**config.mk**
```make
export PLATFORM = sky130hd
export DESIGN_NAME = pause_rx_inhibit
export DESIGN_NICKNAME = d
export VERILOG_FILES = /design/src/rtl/pause_rx_pkg.sv /design/src/rtl/pause_frame_parser.sv /design/src/rtl/pause_slot_timer.sv /design/src/rtl/pause_rx_inhibit.sv
export SDC_FILE = /design/constraint.sdc
export NUM_CORES = 1
export LEC_CHECK = 0
export BUFFER_PORTS_ARGS = -buffer_cell sky130_fd_sc_hd__buf_2
export CAP_MARGIN = 20
export CORE_MARGIN = 2
export CORE_UTILIZATION = 60
export CTS_CLUSTER_DIAMETER = 30
export CTS_CLUSTER_SIZE = 30
export DETAILED_ROUTE_END_ITERATION = 12
export PLACE_DENSITY_LB_ADDON = 0.25
export RECOVER_POWER = 100
export SLEW_MARGIN = 20
export SYNTH_ARGS = -nofsm -noshare
export SYNTH_HDL_FRONTEND = slang
export SYNTH_SLANG_ARGS = --single-unit
```
**constraint.sdc**
```tcl
create_clock -name clk -period 5.4 [get_ports clk]
set_input_delay 0.81 -clock clk [delete_from_list [all_inputs] [get_ports clk]]
set_output_delay 0.81 -clock clk [all_outputs]
set_load 0.05 [all_outputs]
```
**src/rtl/pause_rx_pkg.sv**
```systemverilog
package pause_rx_pkg;

    localparam logic [47:0] PAUSE_GROUP_ADDR = 48'h0180_C200_0001;
    localparam logic [15:0] CTRL_ETHERTYPE   = 16'h8808;
    localparam logic [15:0] PAUSE_OPCODE     = 16'h0001;

    typedef enum logic [2:0] {
        S_IDLE,
        S_DEST,
        S_SRC,
        S_TYPE,
        S_OPCODE,
        S_QUANTA,
        S_TAIL,
        S_DROP
    } parse_state_e;

    typedef enum logic {
        T_IDLE,
        T_HOLD
    } timer_state_e;

    function automatic logic [7:0] addr_byte(input logic [47:0] addr, input logic [2:0] idx);
        logic [47:0] shifted;
        shifted = addr << {idx, 3'b000};
        return shifted[47:40];
    endfunction

endpackage

```
**src/rtl/pause_frame_parser.sv**
```systemverilog
module pause_frame_parser
    import pause_rx_pkg::*;
#(
    parameter int QUANTA_W = 16
) (
    input  logic                clk,
    input  logic                rst_n,
    input  logic                rx_valid,
    input  logic [7:0]          rx_data,
    input  logic                rx_sof,
    input  logic                rx_eof,
    input  logic                rx_crc_ok,
    input  logic [47:0]         station_addr,
    input  logic                ucast_det_en,
    output logic                frame_hit,
    output logic [QUANTA_W-1:0] hit_quanta
);

    localparam int FIELD_CNT_W = 3;
    localparam logic [FIELD_CNT_W-1:0] ADDR_LAST = FIELD_CNT_W'(5);

    parse_state_e            state, state_nx;
    logic [FIELD_CNT_W-1:0]  pos, pos_nx;
    logic                    grp_ok, grp_ok_nx;
    logic                    own_ok, own_ok_nx;
    logic [7:0]              q_hi, q_hi_nx;
    logic [QUANTA_W-1:0]     q_val, q_val_nx;

    always_ff @(posedge clk) begin
        if (!rst_n) begin
            state  <= S_IDLE;
            pos    <= '0;
            grp_ok <= 1'b0;
            own_ok <= 1'b0;
            q_hi   <= '0;
            q_val  <= '0;
        end else begin
            state  <= state_nx;
            pos    <= pos_nx;
            grp_ok <= grp_ok_nx;
            own_ok <= own_ok_nx;
            q_hi   <= q_hi_nx;
            q_val  <= q_val_nx;
        end
    end

    always_comb begin
        state_nx   = state;
        pos_nx     = pos;
        grp_ok_nx  = grp_ok;
        own_ok_nx  = own_ok;
        q_hi_nx    = q_hi;
        q_val_nx   = q_val;
        frame_hit  = 1'b0;
        hit_quanta = '0;
        if (rx_valid) begin
            if (rx_sof) begin
                state_nx  = S_DEST;
                pos_nx    = FIELD_CNT_W'(1);
                grp_ok_nx = (rx_data == addr_byte(PAUSE_GROUP_ADDR, 3'd0));
                own_ok_nx = (rx_data == addr_byte(station_addr, 3'd0));
            end else begin
                unique case (state)
                    S_IDLE, S_DROP: begin
                        state_nx = state;
                    end
                    S_DEST: begin
                        grp_ok_nx = grp_ok && (rx_data == addr_byte(PAUSE_GROUP_ADDR, pos));
                        own_ok_nx = own_ok && (rx_data == addr_byte(station_addr, pos));
                        if (pos == ADDR_LAST) begin
                            pos_nx   = '0;
                            state_nx = (grp_ok_nx || (own_ok_nx && ucast_det_en)) ? S_SRC : S_DROP;
                        end else begin
                            pos_nx = pos + 1'b1;
                        end
                    end
                    S_SRC: begin
                        if (pos == ADDR_LAST) begin
                            pos_nx   = '0;
                            state_nx = S_TYPE;
                        end else begin
                            pos_nx = pos + 1'b1;
                        end
                    end
                    S_TYPE: begin
                        if (pos == '0) begin
                            pos_nx   = FIELD_CNT_W'(1);
                            state_nx = (rx_data == CTRL_ETHERTYPE[15:8]) ? S_TYPE : S_DROP;
                        end else begin
                            pos_nx   = '0;
                            state_nx = (rx_data == CTRL_ETHERTYPE[7:0]) ? S_OPCODE : S_DROP;
                        end
                    end
                    S_OPCODE: begin
                        if (pos == '0) begin
                            pos_nx   = FIELD_CNT_W'(1);
                            state_nx = (rx_data == PAUSE_OPCODE[15:8]) ? S_OPCODE : S_DROP;
                        end else begin
                            pos_nx   = '0;
                            state_nx = (rx_data == PAUSE_OPCODE[7:0]) ? S_QUANTA : S_DROP;
                        end
                    end
                    S_QUANTA: begin
                        if (pos == '0) begin
                            pos_nx  = FIELD_CNT_W'(1);
                            q_hi_nx = rx_data;
                        end else begin
                            pos_nx   = '0;
                            q_val_nx = QUANTA_W'({q_hi, rx_data});
                            state_nx = S_TAIL;
                            if (rx_eof && rx_crc_ok) begin
                                frame_hit  = 1'b1;
                                hit_quanta = q_val_nx;
                            end
                        end
                    end
                    S_TAIL: begin
                        if (rx_eof && rx_crc_ok) begin
                            frame_hit  = 1'b1;
                            hit_quanta = q_val;
                        end
                    end
                endcase
            end
            if (rx_eof) begin
                state_nx = S_IDLE;
            end
        end
    end

endmodule

```
**src/rtl/pause_slot_timer.sv**
```systemverilog
module pause_slot_timer
    import pause_rx_pkg::*;
#(
    parameter int SLOT_BITS = 512,
    parameter int QUANTA_W  = 16
) (
    input  logic                clk,
    input  logic                rst_n,
    input  logic                clr,
    input  logic                load,
    input  logic [QUANTA_W-1:0] load_val,
    input  logic                bit_tick,
    output logic                busy,
    output logic [QUANTA_W-1:0] remaining
);

    localparam int SLOT_W = (SLOT_BITS > 1) ? $clog2(SLOT_BITS) : 1;
    localparam logic [SLOT_W-1:0] SLOT_LAST = SLOT_W'(SLOT_BITS - 1);

    timer_state_e        state, state_nx;
    logic [SLOT_W-1:0]   slot_cnt;
    logic [QUANTA_W-1:0] rem_q;
    logic                slot_end;

    assign slot_end = bit_tick && (slot_cnt == SLOT_LAST);

    always_ff @(posedge clk) begin
        if (!rst_n) begin
            state <= T_IDLE;
        end else begin
            state <= state_nx;
        end
    end

    always_comb begin
        state_nx = state;
        if (clr) begin
            state_nx = T_IDLE;
        end else if (load) begin
            state_nx = (load_val != '0) ? T_HOLD : T_IDLE;
        end else begin
            unique case (state)
                T_IDLE: state_nx = T_IDLE;
                T_HOLD: begin
                    if (slot_end && rem_q == QUANTA_W'(1)) begin
                        state_nx = T_IDLE;
                    end
                end
            endcase
        end
    end

    always_ff @(posedge clk) begin
        if (!rst_n || clr) begin
            slot_cnt <= '0;
            rem_q    <= '0;
        end else if (load) begin
            slot_cnt <= '0;
            rem_q    <= load_val;
        end else if (state == T_HOLD && bit_tick) begin
            if (slot_end) begin
                slot_cnt <= '0;
                rem_q    <= rem_q - 1'b1;
            end else begin
                slot_cnt <= slot_cnt + 1'b1;
            end
        end
    end

    always_comb begin
        busy      = (state == T_HOLD);
        remaining = rem_q;
    end

endmodule

```
**src/rtl/pause_rx_inhibit.sv**
```systemverilog
module pause_rx_inhibit
    import pause_rx_pkg::*;
#(
    parameter int SLOT_BITS = 512,
    parameter int QUANTA_W  = 16
) (
    input  logic        clk,
    input  logic        rst_n,
    input  logic        rx_valid,
    input  logic [7:0]  rx_data,
    input  logic        rx_sof,
    input  logic        rx_eof,
    input  logic        rx_crc_ok,
    input  logic [47:0] station_addr,
    input  logic        rx_fc_en,
    input  logic        ucast_det_en,
    input  logic        bit_tick,
    output logic        tx_inhibit,
    output logic        pause_seen
);

    logic                frame_hit;
    logic [QUANTA_W-1:0] hit_quanta;
    logic                timer_busy;
    logic [QUANTA_W-1:0] timer_rem;
    logic                seen_q;
    logic                accept;

    pause_frame_parser #(
        .QUANTA_W (QUANTA_W)
    ) u_parser (
        .clk          (clk),
        .rst_n        (rst_n),
        .rx_valid     (rx_valid),
        .rx_data      (rx_data),
        .rx_sof       (rx_sof),
        .rx_eof       (rx_eof),
        .rx_crc_ok    (rx_crc_ok),
        .station_addr (station_addr),
        .ucast_det_en (ucast_det_en),
        .frame_hit    (frame_hit),
        .hit_quanta   (hit_quanta)
    );

    assign accept = frame_hit && rx_fc_en;

    pause_slot_timer #(
        .SLOT_BITS (SLOT_BITS),
        .QUANTA_W  (QUANTA_W)
    ) u_timer (
        .clk       (clk),
        .rst_n     (rst_n),
        .clr       (!rx_fc_en),
        .load      (accept),
        .load_val  (hit_quanta),
        .bit_tick  (bit_tick),
        .busy      (timer_busy),
        .remaining (timer_rem)
    );

    always_ff @(posedge clk) begin
        if (!rst_n) begin
            seen_q <= 1'b0;
        end else begin
            seen_q <= accept;
        end
    end

    always_comb begin
        tx_inhibit = timer_busy && rx_fc_en;
        pause_seen = seen_q;
    end

endmodule

```
* Word-level counts from Yosys, hierarchy flattened
Index checks and enable logic that the tools add are counted. W data, S select, Z words.
Word-level totals: bits in registers 59, bits of input ports 65, output and inout port bits 2, word-level logic and storage cells 107
Cells by class: add/sub/neg operators 3, eq/ne operators 18, shift-type cells 2, muxes and demuxes 40, bitwise logic cells 3, reduce and logical (&&, ||, !) cells 31
Operator list (count):
- $mux W16 | 8
- $shl A41 B6 Y48 const A | 1
- $shl A48 B6 Y48 | 1
- $mux W3 | 11
- $pmux W16 S2 | 1
- $eq A8 B8 Y1 | 3
- $eq A16 B1 Y1 const B | 1
- $reduce_bool A16 Y1 | 1
- $sub A16 B1 Y16 const B | 1
- $pmux W3 S5 | 1
- $eq A3 B3 Y1 const B | 4
- $mux W1 | 12
- $add A9 B1 Y9 const B | 1
- $eq A9 B9 Y1 const B | 1
- $logic_and A1 B1 Y1 | 9
- $mux W9 | 1
- $eq A8 B1 Y1 const B | 1
- $eq A8 B4 Y1 const B | 1
- $eq A8 B8 Y1 const B | 1
- $logic_not A8 Y1 | 1
- $ne A4 B3 Y1 const B | 2
- $reduce_and A2 Y1 | 4
- $reduce_and A4 Y1 | 2
- $reduce_bool A7 Y1 | 1
- other kinds (16) | 27

* Longest topological paths before layout
depth in word-level cells 10, gate-level depth with buffers 12, depth with buffers taken out 10

* Cells and area by module
Synthesis repeated with hierarchy kept, for this count alone.
Second synthesis, totals: cell total of the unflattened synthesis 481, area total of the unflattened synthesis 3983.8 µm²
Modules (own cells, without submodules):
- pause_frame_parser | times used 1, cells an instance 307, area an instance 2523.7 µm², sequential area each 640.6 µm²
- pause_slot_timer | times used 1, cells an instance 169, area an instance 1415.1 µm², sequential area each 520.5 µm²
- pause_rx_inhibit | times used 1, cells an instance 5, area an instance 45.0 µm², sequential area each 20.0 µm²

* Least setup slack after synthesis
Ideal clock, no wire load.
kind in2reg, start point input station_addr[16], end point register u_parser.state[0], setup time 0.117 ns, data arrival time 2.381 ns, required time 5.283 ns, slack 2.902 ns, cell stages on the path 6, buffers on the path 0, cells stage by stage mux4_2 > and2_1 > or3_1 > a211oi_2 > nand4_1 > a32o_1
Between the ends: longest elaborated chain between the ends 10
RTL lines:
- start: declaration | line pause_rx_inhibit.sv:14 | input logic [47:0] station_addr,
- $shl A48 B6 Y48 | line pause_rx_pkg.sv:25 | shifted = addr << {idx, 3'b000};
- $eq A8 B8 Y1 | line pause_frame_parser.sv:69 | own_ok_nx = own_ok && (rx_data == addr_byte(station_addr, pos));
- $logic_and A1 B1 Y1 | line pause_frame_parser.sv:69
- $logic_and A1 B1 Y1 | line pause_frame_parser.sv:72 | state_nx = (grp_ok_nx || (own_ok_nx && ucast_det_en)) ? S_SRC : S_DROP;
- $logic_or A1 B1 Y1 | line pause_frame_parser.sv:72
- $mux W3 | line pause_frame_parser.sv:72
- $mux W3 | line pause_frame_parser.sv:70 | if (pos == ADDR_LAST) begin
- $pmux W3 S5 | line pause_frame_parser.sv:63 | unique case (state)
- $mux W3 | line pause_frame_parser.sv:57 | if (rx_sof) begin
- $mux W3 | line pause_frame_parser.sv:125 | if (rx_eof) begin
- end signal: assignment | line pause_frame_parser.sv:38 | state <= state_nx;
- end: declaration | line pause_frame_parser.sv:22 | parse_state_e state, state_nx;
No other way between the ends. The select of a mux whose other input is x is not followed. A chain may end at the register's enable or synchronous reset.

* Worst setup path in the final report
start point register u_parser.pos[1], end point register u_parser.q_val[14]
Between the ends: longest elaborated chain between the ends 3
RTL lines:
- start: declaration | line pause_frame_parser.sv:23 | logic [FIELD_CNT_W-1:0] pos, pos_nx;
- start signal: assignment | line pause_frame_parser.sv:39 | pos <= pos_nx;
- $logic_not A3 Y1 | line pause_frame_parser.sv:104 | if (pos == '0) begin
- $not A1 Y1 (no source line)
- $reduce_and A4 Y1 (no source line)
- end signal: assignment | line pause_frame_parser.sv:43 | q_val <= q_val_nx;
- end: declaration | line pause_frame_parser.sv:27 | logic [QUANTA_W-1:0] q_val, q_val_nx;
No other way between the ends.

==> results by group <==
Power and ir drop
  • Peak VDD IR: ~0.00019 V
  • Lkg Pwr: between 1.5 and 2 nW
  • Power density over cell area: 225.5 mW/mm2
  • Overall power: about 1.0 mW

Cells and area
  • Most frequent cells in the layout: nor2_1 (87), buf_2 (64), dfxtp_1 (59)
  • Leading cell type in the layout, fill and taps excluded: nor2_1
  • Synth-to-layout area growth: 11.85%
  • Antenna Cells: 0
  • Share of layout cells above drive strength 1: 0.1630
  • Nets: 608

CTS
  • Clock network latency to the later pin of the worst-skew pair: roughly 0.35 ns
  • Post CTS Setup Buffer Count: 0
  • Htree depth: 3
  • Post_cts resized: 0
  • CTS buffer count: 9
  • Clk sinks: 59
  • Hold_buf cts: 0
  • CTS tree: yes
  • Clock tree buffer depth: 2
  • Clock transition at path regs: ~0.06 ns
  • CTS root buffer: clkbuf_8

Critical path
  • CP max FO: 17
  • Buf/Inv on CP: 1
  • Setup CP Type: flip-flop to flip-flop
  • Cell family with most CP delay: simple AND/OR/NAND/NOR gates
  • Reg2Reg Depth: 7
  • Reg-to-Reg Start: u_parser.pos[1]$_SDFFE_PN0P_
  • CP endpoint: u_parser.q_val[14]$_SDFFE_PN0P_
  • CP startpoint: u_parser.pos[1]$_SDFFE_PN0P_
  • WP data required: 5.59 ns
  • Arrival time worst endpoint: between 3 and 4 ns
  • Crit path depth: 7
  • Reg-to-reg endpoint: u_parser.q_val[14]$_SDFFE_PN0P_
  • Crit-path max cell delay: 0.93 ns
  • Slowest cell on the critical path: and3b_1
  • Crit end category: flip-flop
  • CP cell instances: inv_1 -> ha_1 -> nand2b_1 -> and2_0 -> and3b_1 -> mux2i_1 -> nor2_1
  • R2r setup slk: 1.86 ns
  • Critical Path Source Type: flip-flop

Global route
  • Vias in the first global route: about 3,700
  • Pin count of the biggest net entering global routing: 32
  • First-pass GRT wire length: approximately 17,000 um
  • Number of antenna violations at the first check in global routing: 0
  • GRT Overall Usage: 0.2929
  • Global route overflow: 0

STA
  • Sum Neg Setup Slack: 0 ns
  • Endpoints failing hold: 0
  • FMAX: about 0.28 GHz
  • Final setup viols: 0
  • Least-Margin Pin Slew: around 1.2 ns
  • Max-Slew Margin vs Limit: 0.1784
  • Worst-case clock skew: 0.01211 ns
  • Final min period: around 3.5 ns
  • RSZ-0062 raised after global routing: no
  • Max Slew Vio Count: 0
  • Fin crit share: 0.6555

Worst hold path
  • Hold Path Depth: 2
  • Origin of the worst min-delay path: u_timer.slot_cnt[8]$_SDFFE_PP0P_
  • Worst Hold Class: flip-flop to flip-flop

Logic synthesis
  • FF+latch count, synth: 59
  • Number of synthesized flops with an enable pin: 0
  • Synth Flop Type: dfxtp_1
  • Sequential share of the synthesized area: 0.2983
  • Synth Net Count: roughly 560
  • Unique masters post-synth: between 50 and 60
  • Post-Syn Instances: between 400 and 500
  • Mean Syn Cell Area: 8.065 um2
  • Async S/R FF share, synth: 0
  • Yosys warnings: 0
  • Syn Std Cell Area: between 0.003 and 0.004 mm2

Place
  • HPWL Detailed: between 7000 and 8000 um
  • Routability cong.: a little under 0.9
  • Port Buffers: 66

Drt
  • DR pass1 iterations: 5
  • Routed WL per cell: about 17 um
  • Final wirelength: ~10,000 um
  • Final ANT Viol Nets: 0
  • DRC marker count from the first detailed-route iteration: between 200 and 300
  • # DRC: 0
  • Via density: ~6.3
  • Vias: slightly below 4,000

Floorplan
  • # IOs: between 60 and 70
  • Rows: 29
  • Initial core utilization: 0.6236
  • Core ar.: between 0.006 and 0.007 mm2
  • Die ar.: 0.007266 mm2
  • Die Wd: between 80 and 90 um
  • Die Height: about 85 um

Flow run
  • Max_cap viols: 0

Run status
  • Status: finished, final reports clean
kinds of logic after synthesis:
family / count (synthesis) / synth area share
xor+xnor: 34 / 0.07520
fa+ha+maj: 8 / 0.02528
simple gates: 204 / 0.2537
mux: 46 / 0.1393
buf+inv: 47 / 0.05023
flops: 59 / 0.2983
compound gates: 93 / 0.1580
registers in the layout, summed over array words and instances (netlist names):
register and cells:
pause_seen 1, u_parser.grp_ok 1, u_parser.own_ok 1, u_parser.pos 3, u_parser.q_hi 8, u_parser.q_val 16, u_parser.state 3, u_timer.busy 1
u_timer.remaining 16, u_timer.slot_cnt 9
worst min-delay path, stage by stage, from the launching register on:
cell	delay, ns
dfxtp_1	0.31
nand2_1	0.05
a21oi_1	0.05
synth_stat cells (all sizes together), types with 8 or more instances:
library cell / n / area share
clkbuf: 29 / 0.027
nor2: 87 / 0.082
mux2i: 39 / 0.099
nor4: 9 / 0.014
nor3: 17 / 0.021
xnor2: 21 / 0.046
nand4: 9 / 0.014
nand3: 8 / 0.010
ha: 8 / 0.025
a21oi: 24 / 0.030
inv: 12 / 0.011
nand2: 28 / 0.027
dfxtp: 59 / 0.30
nand2b: 8 / 0.013
xor2: 13 / 0.029
a22oi: 17 / 0.032
o21ai: 18 / 0.023
metal layers:
layer,GRT usage,part of all wire,vias to the layer above
met4,0.1025,0.025,0
met5,0,0,-
met3,0.06712,0.075,36
met2,0.4830,0.47,186
met1,0.3765,0.43,1795
li1,-,-,1851
metrics by stage:
stage               area [um2]  setup slack, ns  utilization  cells  hold WS [ns]
floorplan                 3960            2.902            -    491        0.4396
global placement          4248            2.335       0.6690    601        0.4476
detailed placement        4248            2.115       0.6690    601        0.4512
CTS                       4442            2.127       0.6995    617        0.4598
global route              4429            1.622       0.6975    617        0.4780
finish                    4429            1.860       0.6975    617        0.4592
final cells by class:
cell class	instances	area, um2
inverters	12	45.04
fillers	505	1921
repair buffers	68	339.1
flip-flops and latches	59	1181
well taps	77	96.34
clock buffers	11	141.4
clock inverters	5	52.55
multi-input cells	385	2574
power breakdown:
part	switching, mW	internal (mW)
clock network	0.180	0.223
registers	0.00749	0.439
logic	0.0825	0.0672
total	0.270	0.729
worst min-delay path by stage:
| stage | end | slack [ns] |
|---|---|---|
| detailed placement | u_timer.slot_cnt[8]$_SDFFE_PP0P_ | 0.45 |
| CTS | u_timer.slot_cnt[8]$_SDFFE_PP0P_ | 0.46 |
| global route | u_timer.slot_cnt[8]$_SDFFE_PP0P_ | 0.48 |
| floorplan | u_parser.own_ok$_SDFFE_PN0P_ | 0.44 |
| global placement | u_timer.slot_cnt[8]$_SDFFE_PP0P_ | 0.45 |
| finish | u_timer.slot_cnt[8]$_SDFFE_PP0P_ | 0.46 |
No activity file was read; power rests on OpenSTA's default activity.
